<file path="src/rtl/lcd_stream_pkg.sv">
package lcd_stream_pkg;

  localparam int WORD_W = 8;

  // Strobes from control to datapath, one cycle each
  typedef struct packed {
    logic load;   // capture word, drop chip select
    logic rise;   // drive serial clock high
    logic shift;  // drive serial clock low and present next bit
    logic done;   // drive serial clock low and release chip select
  } strobe_t;

  typedef enum logic [1:0] {
    ST_IDLE  = 2'd0,
    ST_SHIFT = 2'd1,
    ST_HOLD  = 2'd2
  } state_t;

  typedef enum logic [1:0] {
    WK_NONE  = 2'd0,
    WK_RESET = 2'd1,
    WK_SLEEP = 2'd2
  } waitKind_t;

endpackage

</file>
<file path="src/rtl/lcd_stream_ctrl.sv">
module lcd_stream_ctrl
  import lcd_stream_pkg::*;
#(
  parameter int CLK_DIV     = 6,
  parameter int RESET_WAIT  = 250000,
  parameter int SLEEP_WAIT  = 6000000,
  parameter logic [WORD_W-1:0] RESET_CODE = 8'h01,
  parameter logic [WORD_W-1:0] SLEEP_CODE = 8'h11
) (
  input  logic              clk,
  input  logic              rstN,
  input  logic              linkUp,
  input  logic              sTvalid,
  input  logic              sTisData,
  input  logic [WORD_W-1:0] sTdata,
  output logic              sTready,
  output strobe_t           strobe
);

  localparam int HALF    = CLK_DIV / 2;
  localparam int DIV_W   = (HALF > 1) ? $clog2(HALF) : 1;
  localparam int BIT_W   = $clog2(WORD_W);
  localparam int MAX_WT  = (RESET_WAIT > SLEEP_WAIT) ? RESET_WAIT : SLEEP_WAIT;
  localparam int WAIT_W  = $clog2(MAX_WT + 1);
  localparam logic [BIT_W-1:0]  LAST_BIT   = BIT_W'(WORD_W - 1);
  localparam logic [WAIT_W-1:0] RESET_LOAD = WAIT_W'(RESET_WAIT - 1);
  localparam logic [WAIT_W-1:0] SLEEP_LOAD = WAIT_W'(SLEEP_WAIT - 1);

  state_t            state;
  waitKind_t         pendKind;
  logic [BIT_W-1:0]  bitCnt;
  logic [WAIT_W-1:0] waitCnt;
  logic              phaseHigh;
  logic              halfDone;
  logic              accept;
  waitKind_t         decodedKind;

  // Half-period timer: a divide-by-2 needs no counter at all
  generate
    if (HALF > 1) begin : g_divCnt
      logic [DIV_W-1:0] divCnt;
      always_ff @(posedge clk or negedge rstN) begin
        if (!rstN) begin
          divCnt <= '0;
        end else if (state != ST_SHIFT || halfDone) begin
          divCnt <= '0;
        end else begin
          divCnt <= divCnt + 1'b1;
        end
      end
      assign halfDone = (state == ST_SHIFT) && (divCnt == DIV_W'(HALF - 1));
    end else begin : g_noDiv
      assign halfDone = (state == ST_SHIFT);
    end
  endgenerate

  always_comb begin
    decodedKind = WK_NONE;
    if (!sTisData) begin
      if (sTdata == RESET_CODE)      decodedKind = WK_RESET;
      else if (sTdata == SLEEP_CODE) decodedKind = WK_SLEEP;
    end
  end

  assign sTready = (state == ST_IDLE) && linkUp;
  assign accept  = sTvalid && sTready;

  always_comb begin
    strobe      = '0;
    strobe.load = accept;
    if (halfDone) begin
      if (!phaseHigh)               strobe.rise  = 1'b1;
      else if (bitCnt == LAST_BIT)  strobe.done  = 1'b1;
      else                          strobe.shift = 1'b1;
    end
  end

  always_ff @(posedge clk or negedge rstN) begin
    if (!rstN) begin
      state     <= ST_IDLE;
      pendKind  <= WK_NONE;
      bitCnt    <= '0;
      waitCnt   <= '0;
      phaseHigh <= 1'b0;
    end else begin
      case (state)
        ST_IDLE: begin
          if (accept) begin
            state     <= ST_SHIFT;
            pendKind  <= decodedKind;
            bitCnt    <= '0;
            phaseHigh <= 1'b0;
          end
        end
        ST_SHIFT: begin
          if (halfDone) begin
            phaseHigh <= ~phaseHigh;
            if (phaseHigh) begin
              bitCnt <= bitCnt + 1'b1;
              if (bitCnt == LAST_BIT) begin
                case (pendKind)
                  WK_RESET: begin state <= ST_HOLD; waitCnt <= RESET_LOAD; end
                  WK_SLEEP: begin state <= ST_HOLD; waitCnt <= SLEEP_LOAD; end
                  default:  state <= ST_IDLE;
                endcase
              end
            end
          end
        end
        ST_HOLD: begin
          if (waitCnt == '0) state <= ST_IDLE;
          else               waitCnt <= waitCnt - 1'b1;
        end
        default: state <= ST_IDLE;
      endcase
    end
  end

endmodule

</file>
<file path="src/rtl/lcd_stream_dp.sv">
module lcd_stream_dp
  import lcd_stream_pkg::*;
(
  input  logic              clk,
  input  logic              rstN,
  input  strobe_t           strobe,
  input  logic [WORD_W-1:0] sTdata,
  input  logic              sTisData,
  output logic              linkUp,
  output logic              lcdCsN,
  output logic              lcdSclk,
  output logic              lcdMosi,
  output logic              lcdDcx,
  output logic              lcdRstN
);

  logic [WORD_W-1:0] shiftReg;

  // Display reset follows block reset, released one cycle later
  always_ff @(posedge clk or negedge rstN) begin
    if (!rstN) lcdRstN <= 1'b0;
    else       lcdRstN <= 1'b1;
  end
  assign linkUp = lcdRstN;

  always_ff @(posedge clk or negedge rstN) begin
    if (!rstN) begin
      shiftReg <= '0;
      lcdCsN   <= 1'b1;
      lcdSclk  <= 1'b0;
      lcdMosi  <= 1'b0;
      lcdDcx   <= 1'b0;
    end else begin
      if (strobe.load) begin
        shiftReg <= sTdata;
        lcdMosi  <= sTdata[WORD_W-1];
        lcdDcx   <= sTisData;
        lcdCsN   <= 1'b0;
        lcdSclk  <= 1'b0;
      end
      if (strobe.rise) lcdSclk <= 1'b1;
      if (strobe.shift) begin
        lcdSclk  <= 1'b0;
        shiftReg <= {shiftReg[WORD_W-2:0], 1'b0};
        lcdMosi  <= shiftReg[WORD_W-2];
      end
      if (strobe.done) begin
        lcdSclk <= 1'b0;
        lcdCsN  <= 1'b1;
      end
    end
  end

endmodule

</file>
<file path="src/rtl/lcd_cmd_streamer.sv">
module lcd_cmd_streamer
  import lcd_stream_pkg::*;
#(
  parameter int CLK_DIV    = 6,
  parameter int RESET_WAIT = 250000,
  parameter int SLEEP_WAIT = 6000000
) (
  input  logic       clk,
  input  logic       rstN,
  input  logic       sTvalid,
  output logic       sTready,
  input  logic [7:0] sTdata,
  input  logic       sTisData,
  output logic       lcdCsN,
  output logic       lcdSclk,
  output logic       lcdMosi,
  output logic       lcdDcx,
  output logic       lcdRstN
);

  strobe_t strobe;
  logic    linkUp;

  lcd_stream_ctrl #(
    .CLK_DIV    (CLK_DIV),
    .RESET_WAIT (RESET_WAIT),
    .SLEEP_WAIT (SLEEP_WAIT)
  ) u_ctrl (
    .clk      (clk),
    .rstN     (rstN),
    .linkUp   (linkUp),
    .sTvalid  (sTvalid),
    .sTisData (sTisData),
    .sTdata   (sTdata),
    .sTready  (sTready),
    .strobe   (strobe)
  );

  lcd_stream_dp u_dp (
    .clk      (clk),
    .rstN     (rstN),
    .strobe   (strobe),
    .sTdata   (sTdata),
    .sTisData (sTisData),
    .linkUp   (linkUp),
    .lcdCsN   (lcdCsN),
    .lcdSclk  (lcdSclk),
    .lcdMosi  (lcdMosi),
    .lcdDcx   (lcdDcx),
    .lcdRstN  (lcdRstN)
  );

endmodule

</file>
<file path="config.mk">
export PLATFORM = sky130hd
export DESIGN_NAME = lcd_cmd_streamer
export DESIGN_NICKNAME = d
export VERILOG_FILES = /design/src/rtl/lcd_stream_pkg.sv /design/src/rtl/lcd_stream_ctrl.sv /design/src/rtl/lcd_stream_dp.sv /design/src/rtl/lcd_cmd_streamer.sv
export SDC_FILE = /design/constraint.sdc
export NUM_CORES = 1
export LEC_CHECK = 0
export ABC_CLOCK_PERIOD_IN_PS = 2000
export CORE_ASPECT_RATIO = 1.4
export CORE_MARGIN = 3
export CORE_UTILIZATION = 25
export DETAILED_ROUTE_END_ITERATION = 10
export SYNTH_ARGS = -nofsm -noshare
export SYNTH_HDL_FRONTEND = slang
export SYNTH_SLANG_ARGS = --single-unit
</file>
<file path="constraint.sdc">
create_clock -name clk -period 2 [get_ports clk]
set_input_delay 0.4 -clock clk [delete_from_list [all_inputs] [get_ports clk]]
set_output_delay 0.4 -clock clk [all_outputs]
set_load 0.05 [all_outputs]
</file>
After elaboration in Yosys (flattened, before gate mapping)
Cells that the tools add are included.
Widths: inputs -> output; s select.
{ "classes": {"n_addsub": 3, "n_eq_ne": 16, "n_mux": 37, "n_bitwise": 1, "n_reduce_logical": 17} }
{ "op_table": {"columns": ["cell", "count"], "rows": [
  ["$mux 23", 4],
  ["$pmux 23 s2", 2],
  ["$logic_not 23->1", 1],
  ["$sub 23x1->23 const B", 1],
  ["$mux 2", 11],
  ["$mux 7", 2],
  ["$mux 3", 4],
  ["$mux 1", 11],
  ["$ne 2x1->1 const B", 5],
  ["$eq 8x1->1 const B", 1],
  ["$eq 8x5->1 const B", 1],
  ["$reduce_bool 2->1", 4],
  ["$eq 2x2->1 const B", 3],
  ["$pmux 2 s3", 1],
  ["$pmux 3 s2", 1],
  ["$reduce_and 6->1", 1],
  ["$reduce_and 5->1", 1],
  ["$eq 2x1->1 const B", 2],
  ["$ne 2x2->1 const B", 2],
  ["$reduce_and 4->1", 1],
  ["$reduce_bool 4->1", 1],
  ["$add 3x1->3 const B", 1],
  ["$eq 3x3->1 const B", 1],
  ["$logic_and 1x1->1", 3],
  ["other kinds (9)", 9]
]} }
{ "word_totals": {"ff_bits": 45, "wordCells": 86} }

Logic depth before layout (Yosys ltp)
Gate-level depths: netlist of the first run.
{ "logic_depth": {"ltp_word": 7, "mapped_depth": 8} }

Cells and area by module
From an unflattened synthesis of the first run, not the netlist that was laid out.
{ "hier_totals": {"hier_cells": 248, "area_unflattened_um2": 2391.0} }
{ "by_module_without_submodules": {"columns": ["module", "n_inst", "cells_per_inst", "area_per_inst_um2", "seq_area_each_um2"], "rows": [
  ["lcd_stream_ctrl", 1, 203, 1868.0, 825.8],
  ["lcd_stream_dp", 1, 45, 523.0, 301.5]
]} }

Least setup slack after synthesis of the first run
OpenSTA, ideal clock, no wires.
{ "synth_path": {"path_type": "reg2reg", "startpoint": "register u_dp.lcdRstN", "endpoint": "register u_dp.shiftReg[0]", "setup_time_ps": 135, "t_arrival_ps": 2378, "required_time_ps": 1865, "slack_ps": -513, "stages_incl_launch_ff": 5, "n_path_buf": 0, "path_cell_list": "dfrtp_1 > nor3b_1 > nand2_1 > nand2_1 > a21oi_1"} }
{ "synth_via": {"elab_chain_len": 3} }
{ "synth_rtl": {"columns": ["item", "line", "source"], "rows": [
  ["start, declared", "lcd_stream_dp.sv:14", "output logic lcdRstN"],
  ["start signal, assigned", "lcd_stream_dp.sv:21", "if (!rstN) lcdRstN <= 1'b0;"],
  ["start signal, assigned", "lcd_stream_dp.sv:22", "else lcdRstN <= 1'b1;"],
  ["$logic_and 1x1->1", "lcd_stream_ctrl.sv:65", "assign sTready = (state == ST_IDLE) && linkUp;"],
  ["named net sTready", "lcd_cmd_streamer.sv:11", "output logic sTready,"],
  ["$logic_and 1x1->1", "lcd_stream_ctrl.sv:66", "assign accept = sTvalid && sTready;"],
  ["$reduce_bool 2->1 (no source line)", null, null],
  ["end signal, assigned", "lcd_stream_dp.sv:35", "shiftReg <= sTdata;"],
  ["end signal, assigned", "lcd_stream_dp.sv:44", "shiftReg <= {shiftReg[WORD_W-2:0], 1'b0};"],
  ["end, declared", "lcd_stream_dp.sv:17", "logic [WORD_W-1:0] shiftReg;"]
]} }
The timed path passes the listed nets, and every way through them passes these cells.
A chain may end at the register's enable or synchronous reset.

Worst setup path in the final report of the first run
{ "layout_path": {"startpoint": "register u_ctrl.waitCnt[15]", "endpoint": "register u_ctrl.waitCnt[11]"} }
{ "layout_via": {"elab_chain_len": 3} }
{ "layout_rtl": {"columns": ["item", "line", "source"], "rows": [
  ["start, declared", "lcd_stream_ctrl.sv:32", "logic [WAIT_W-1:0] waitCnt;"],
  ["start signal, assigned", "lcd_stream_ctrl.sv:112", "else waitCnt <= waitCnt - 1'b1;"],
  ["$logic_not 23->1", "lcd_stream_ctrl.sv:111", "if (waitCnt == '0) state <= ST_IDLE;"],
  ["$ne 2x2->1 (no source line)", null, null],
  ["$reduce_and 6->1 (no source line)", null, null]
]} }
Every way passes these cells.

==> impl_metrics.env, run 1 <==
export IMPL_synth_seq_cells=45
export IMPL_fill_cells=914
export IMPL_synth_seq_area_share_pct=48.3
export IMPL_hp_class="input port to asynchronous set/reset pin"
export IMPL_critPathCaptureType="flop"
export IMPL_vias=2143
export IMPL_status="finished clean"
export IMPL_syn2layout_area_growth_pct=38.8
export IMPL_dp_final_hpwl_um=4340
export IMPL_fin_skew_ns=0.00728
export IMPL_die_height_um=120
export IMPL_grt_pass1_vias=2171
export IMPL_fin_total_pwr_mw=1.90
export IMPL_fp_dieW_um=87.7
export IMPL_ff2ff_path_depth=7
export IMPL_cts_buffers=5
export IMPL_pwr_share_comb_pct=2.7
export IMPL_r2r_slack_ns=0.03
export IMPL_dp_slack_ns=-0.0306
export IMPL_criticalPathCategory="flop to flop"
export IMPL_final_cell_area_um2=3240
export IMPL_worst_path_buf_inv=2
export IMPL_syn_avg_cell_area_um2=9.37
export IMPL_setup_viol_count_final=0
export IMPL_via_per_inst=5.10
export IMPL_grt_pass1_wl_um=10000
export IMPL_ys_top_cells_by_area="dfrtp_1 (47%), nand2_1 (5.0%), mux2i_1 (3.9%), o21ai_0 (3.6%), nor2_1 (3.4%)"
export IMPL_dieArea_um2=10500
export IMPL_start_util_pct=25.7
export IMPL_finalCriticalPeriod_ns=1.97
export IMPL_cap_violations=0
export IMPL_port_buffers=17
export IMPL_core_area_um2=9080
export IMPL_antenna_found_initial=0
export IMPL_synth_top_area_cell="dfrtp_1"
export IMPL_first_iter_violations=123
export IMPL_rr_startpoint="u_ctrl.waitCnt[15]"
export IMPL_cts_max_level=2
export IMPL_synthSimpleGateAreaFrac_pct=24.5
export IMPL_avgRoutedWirePerCell_um=14.4
export IMPL_cp_max_fo=6
export IMPL_setup_slack_ns=0.0274
export IMPL_cts_root_buf="clkbuf_16"
export IMPL_synth_edf_count=0
export IMPL_synth_most_common_cell="dfrtp_1"
export IMPL_antennaDiodeCount=0
export IMPL_cts_buffer_depth=2
export IMPL_ant_nets=0
export IMPL_power_density_nw_per_um2=586
export IMPL_syn_inst=249
export IMPL_nets=329
export IMPL_drive_gt1_share_pct=27.5
export IMPL_p_seq_share_pct=48.1
export IMPL_timing_final_crit_share_pct=98.6
export IMPL_pwr_share_clk_pct=49.2
export IMPL_synth_xor_area_share_pct=0.375
export IMPL_synth_top_family_by_area="simple AND/OR/NAND/NOR gates"
export IMPL_drv_slew=0
export IMPL_worstMarginPinSlew_ns=0.588
export IMPL_gp_congestion=0.859
export IMPL_drcViolationCount=0
export IMPL_synth_adder_area_share_pct=2.68
export IMPL_timing_fmax_mhz=507
export IMPL_yosys_top_cells_count="dfrtp_1 (44), nand2_1 (31), nor2_1 (21), o21ai_0 (17), nor3_1 (11)"
export IMPL_rsz0062_at_grt="yes"
export IMPL_cts_hold_buf=0
export IMPL_synth_compound_area_share_pct=17.8
export IMPL_timing_rr_end="u_ctrl.waitCnt[11]"
export IMPL_cts_sinks=45
export IMPL_track_usage_pct=11.8
export IMPL_final_util_pct=35.7
export IMPL_slew_headroom_pct=60.8
export IMPL_switching_share_pct=19.7
export IMPL_drtPass1Iterations=4
export IMPL_finalHoldViolations=0
export IMPL_cts_tree="yes"
export IMPL_p_int_mw=1.52
export IMPL_async_flop_share_pct=100
export IMPL_synthMuxAreaShare_pct=3.86
export IMPL_p_sw_mw=0.375
export IMPL_clock_latency_ns=0.29
export IMPL_start_kind="flop"
export IMPL_clk_pin_slew_ns=0.06
export IMPL_slowest_stage="nor4_1"
export IMPL_synth_top_cell_area_share_pct=47.2
export IMPL_slowest_delay_ns=0.43
export IMPL_grt_max_degree=46
export IMPL_rows=41
export IMPL_wl_um=6050
export IMPL_power_leakage_nw=1.37
export IMPL_path_cells="nor4_1 -> nand3_1 -> buf_4 -> o21ai_2 -> buf_6 -> nor3_1 -> a211o_1"
export IMPL_critPathArrivalTime_ns=2.14
export IMPL_cp_required_ns=2.17
export IMPL_ys_types=48
export IMPL_peakVddDrop_uv=318
export IMPL_crit_family="simple AND/OR/NAND/NOR gates"
export IMPL_overflow=0
export IMPL_synthesis_area_um2=2330
export IMPL_ios=18
export IMPL_placed_cell_area_um2=2950
export IMPL_yosysWarnings=0
export IMPL_synthFlopType="dfrtp_1"
export IMPL_synth_nets=266
[routing by layer]
| metal | GRT usage (%) | wire [um] |
|---|---|---|
| met5 | 0 | 0 |
| met4 | 4.70 | 107 |
| met3 | 2.39 | 180 |
| met2 | 20.9 | 3300 |
| met1 | 13.5 | 2470 |
[flip-flops by register name, summed over array words and instances (netlist names), 2 cells and up]
| name | count |
|---|---|
| u_ctrl.g_divCnt.divCnt | 2 |
| u_ctrl.waitCnt | 23 |
| u_dp.shiftReg | 7 |
| u_ctrl.bitCnt | 3 |
| u_ctrl.state | 2 |
| u_ctrl.pendKind | 2 |
[area by class of cell]
type	count	area [um2]	share of cell area, %
Clock inverter	2	35.0	1.08
Multi-Input combinational cell	190	1260	39.0
Inverter	7	26.3	0.811
Timing Repair Buffer	63	526	16.2
Clock buffer	6	129	3.98
Tap cell	107	134	4.13
Sequential cell	45	1130	34.8
[worst max-delay path by stage]
stage                  startpoint                  to  slack [ns]  cells after the start
2_1_floorplan   u_ctrl.waitCnt[0]   u_ctrl.waitCnt[8]       0.007                      8
3_3_place_gp    u_ctrl.waitCnt[9]  u_ctrl.waitCnt[16]       -0.01                      9
3_5_place_dp    u_ctrl.waitCnt[0]  u_ctrl.waitCnt[16]       -0.03                     10
4_1_cts         u_ctrl.waitCnt[9]  u_ctrl.waitCnt[16]     -0.0002                      9
5_1_grt         u_ctrl.waitCnt[6]  u_ctrl.waitCnt[16]       -0.08                      9
6_report       u_ctrl.waitCnt[15]  u_ctrl.waitCnt[11]        0.03                      7
[power groups by stage]
| stage | logic (mW) | clock network, mW | registers, mW |
|---|---|---|---|
| 3_3_place_gp | 0.0532 | 0 | 0.929 |
| 3_5_place_dp | 0.0533 | 0 | 0.929 |
| 4_1_cts | 0.0538 | 0.956 | 0.912 |
| 6_report | 0.0517 | 0.934 | 0.912 |
| 5_1_grt | 0.0566 | 0.996 | 0.911 |
| 2_1_floorplan | 0.00290 | 0 | 0.933 |
[cells in the final DEF, fill, tap and decap left out, types with 4 or more instances in the layout]
cell	netlist	final
o21ai_0	17	15
o31ai_1	4	4
clkbuf_16	0	5
mux2i_1	9	9
nor2_1	21	20
nand3_1	10	9
ha_1	5	4
a21oi_1	7	6
dfrtp_1	44	44
inv_1	7	5
buf_4	0	45
a22o_1	4	4
nor4_1	7	4
clkdlybuf4s50_1	0	14
nand2_1	31	31
o22ai_1	6	6
nor3_1	11	10
[through the flow]
| stage | cells | TNS [ns] | hold slack (ns) |
|---|---|---|---|
| after floorplan | 249 | 0 | 0.104 |
| after global placement | 410 | -0.0127 | 0.421 |
| after detailed placement | 410 | -0.0615 | 0.432 |
| after CTS | 419 | -0.000154 | 0.227 |
| after global routing | 420 | -0.453 | 0.249 |
| final | 420 | 0 | 0.198 |
[cell families after synthesis]
family,count (synthesis)
compound gates,63
fa+ha+maj,5
flops,45
xor+xnor,1
mux,9
other cells,1
buf+inv,14
simple gates,111
[repair_timing]
item / 4_1_cts / 5_1_grt
buffers inserted: 1 / 1
pin swaps: 2 / 6
gates resized for setup: 3 / 23
endpoints found under the hold margin: 0 / 0
setup endpoints to repair: 6 / 21
Power figures use the tool's default switching activity.
==> run 2, diff against run 1 <==
--- a/config.mk
+++ b/config.mk
@@ -9,6 +9,7 @@
 export CORE_ASPECT_RATIO = 1.4
 export CORE_MARGIN = 3
 export CORE_UTILIZATION = 25
+export CTS_BUF_LIST = sky130_fd_sc_hd__clkbuf_2 sky130_fd_sc_hd__clkbuf_4 sky130_fd_sc_hd__clkbuf_8
 export DETAILED_ROUTE_END_ITERATION = 10
 export SYNTH_ARGS = -nofsm -noshare
 export SYNTH_HDL_FRONTEND = slang
==> impl_metrics.env, run 2 (synthesis gave the netlist of run 1 again) <==
export IMPL_die_height_um=120
export IMPL_power_density_nw_per_um2=523
export IMPL_finalHoldViolations=0
export IMPL_worstSetupEndpoint="u_ctrl.waitCnt[11]"
export IMPL_grt_max_degree=46
export IMPL_seq_area_um2=1130
export IMPL_setup_viol_count_final=0
export IMPL_hp_class="input port to asynchronous set/reset pin"
export IMPL_power_leakage_nw=1.36
export IMPL_largest_reg_flops=23
export IMPL_grt_pass1_vias=2126
export IMPL_top_register="u_ctrl.waitCnt"
export IMPL_cts_root_buf="clkbuf_8"
export IMPL_via_per_inst=5.03
export IMPL_drive_gt1_share_pct=28.3
export IMPL_timing_fmax_mhz=506
export IMPL_switching_share_pct=21.1
export IMPL_cap_violations=0
export IMPL_ff2ff_path_depth=7
export IMPL_criticalPathCategory="flop to flop"
export IMPL_final_util_pct=35.2
export IMPL_peakVddDrop_uv=374
export IMPL_start_util_pct=25.7
export IMPL_port_buffers=17
export IMPL_overflow=0
export IMPL_start_kind="flop"
export IMPL_core_area_um2=9080
export IMPL_rr_startpoint="u_ctrl.waitCnt[15]"
export IMPL_drcViolationCount=0
export IMPL_p_int_mw=1.32
export IMPL_layout_commonest_cell="buf_4"
export IMPL_timing_rr_end="u_ctrl.waitCnt[11]"
export IMPL_setup_slack_ns=0.0230
export IMPL_cts_buffer_depth=2
export IMPL_antenna_found_initial=0
export IMPL_avgRoutedWirePerCell_um=14.2
export IMPL_cp_required_ns=2.19
export IMPL_vias=2116
export IMPL_pwr_share_comb_pct=3.1
export IMPL_drv_slew=0
export IMPL_rows=41
export IMPL_grt_pass1_wl_um=9920
export IMPL_cts_max_level=2
export IMPL_fin_total_pwr_mw=1.67
export IMPL_cts_buffers=5
export IMPL_track_usage_pct=11.6
export IMPL_fin_skew_ns=0.00889
export IMPL_critPathArrivalTime_ns=2.17
export IMPL_clock_latency_ns=0.30
export IMPL_multi_input_area_um2=1270
export IMPL_syn2layout_area_growth_pct=37.1
export IMPL_first_iter_violations=124
export IMPL_p_seq_share_pct=54.5
export IMPL_critPathCaptureType="flop"
export IMPL_slew_headroom_pct=60.9
export IMPL_nets=330
export IMPL_p_sw_mw=0.353
export IMPL_fill_cells=919
export IMPL_dp_slack_ns=-0.0306
export IMPL_clk_pin_slew_ns=0.09
export IMPL_cts_tree="yes"
export IMPL_drtPass1Iterations=4
export IMPL_cp_max_fo=6
export IMPL_layout_common_cells="buf_4 (46), dfrtp_1 (44), nand2_1 (31)"
export IMPL_fp_dieW_um=87.7
export IMPL_ios=18
export IMPL_worstMarginPinSlew_ns=0.586
export IMPL_cts_sinks=45
export IMPL_rsz0062_at_grt="yes"
export IMPL_status="finished clean"
export IMPL_largestRegisters="u_ctrl.waitCnt (23), u_dp.shiftReg (7), u_ctrl.bitCnt (3)"
export IMPL_timing_final_crit_share_pct=98.8
export IMPL_wl_um=5990
export IMPL_gp_congestion=0.859
export IMPL_startpoint="u_ctrl.waitCnt[15]"
export IMPL_finalCriticalPeriod_ns=1.98
export IMPL_dp_final_hpwl_um=4340
export IMPL_dieArea_um2=10500
export IMPL_ant_nets=0
export IMPL_r2r_slack_ns=0.02
export IMPL_antennaDiodeCount=0
export IMPL_pwr_share_clk_pct=42.4
[run 2: cell count changes in the layout (fill, tap and decap cells not counted)]
cell,previous run,this run
clkbuf_8,0,5
clkbuf_1,1,0
buf_4,45,46
or4_4,3,4
or4_1,2,1
clkbuf_4,0,1
clkbuf_16,5,0
[run 2: critical path, cell delays in order, from the launching register on]
cell and delay (ns):
dfrtp_1 0.40, nor4_1 0.42, nand3_1 0.22, buf_4 0.19
o21ai_2 0.16, buf_6 0.15, nor3_1 0.06, a211o_1 0.27
[run 2: how the worst min path moves through the flow]
stage                                     end  slack (ns)  depth (start not counted)
global route                u_ctrl.waitCnt[1]        0.22                          2
detailed placement  u_ctrl.g_divCnt.divCnt[0]        0.43                          1
global placement    u_ctrl.g_divCnt.divCnt[0]        0.42                          1
floorplan                    u_ctrl.bitCnt[0]        0.10                          0
finish                     u_ctrl.waitCnt[20]        0.17                          2
CTS                         u_ctrl.waitCnt[1]        0.20                          2
[run 2: final cells by class]
class / instances / area share (%)
sequential: 45 / 35.3
timing repair buffer: 64 / 16.7
clock inverter: 2 / 1.10
clock buffer: 6 / 2.39
tap: 107 / 4.19
inverter: 7 / 0.822
multi-input combinational: 190 / 39.6
[run 2: what timing repair did]
| item | in CTS | in global routing |
|---|---|---|
| gates resized for setup | 3 | 24 |
| hold buffers | 0 | 0 |
| setup endpoints to repair | 6 | 22 |
| setup buffers | 1 | 2 |
| pin swaps | 2 | 6 |
[run 2: per-stage QoR]
step                cell area, um2  hold slack, ns  std cells  setup TNS (ns)
global route                  3200           0.223        421          -0.556
CTS                           3090           0.197        419        -0.00948
detailed placement            2950           0.432        410         -0.0615
global placement              2950           0.421        410         -0.0127
finish                        3200           0.175        421               0
floorplan                     2340           0.104        249               0
[run 2: power groups by stage]
| stage | logic (mW) | clock network (mW) | registers [mW] |
|---|---|---|---|
| global placement | 0.0532 | 0 | 0.929 |
| global route | 0.0565 | 0.765 | 0.911 |
| detailed placement | 0.0533 | 0 | 0.929 |
| finish | 0.0517 | 0.709 | 0.911 |
| CTS | 0.0537 | 0.728 | 0.911 |
| floorplan | 0.00290 | 0 | 0.933 |
[run 2: layer usage]
metal / part of all wire, % / GRT usage [%] / vias up
met1: 42 / 13.7 / 1027
met4: 2.5 / 3.93 / 0
met2: 53 / 20.7 / 33
met3: 2.7 / 2.11 / 13
met5: 0 / 0 / -
li1: - / - / 1043
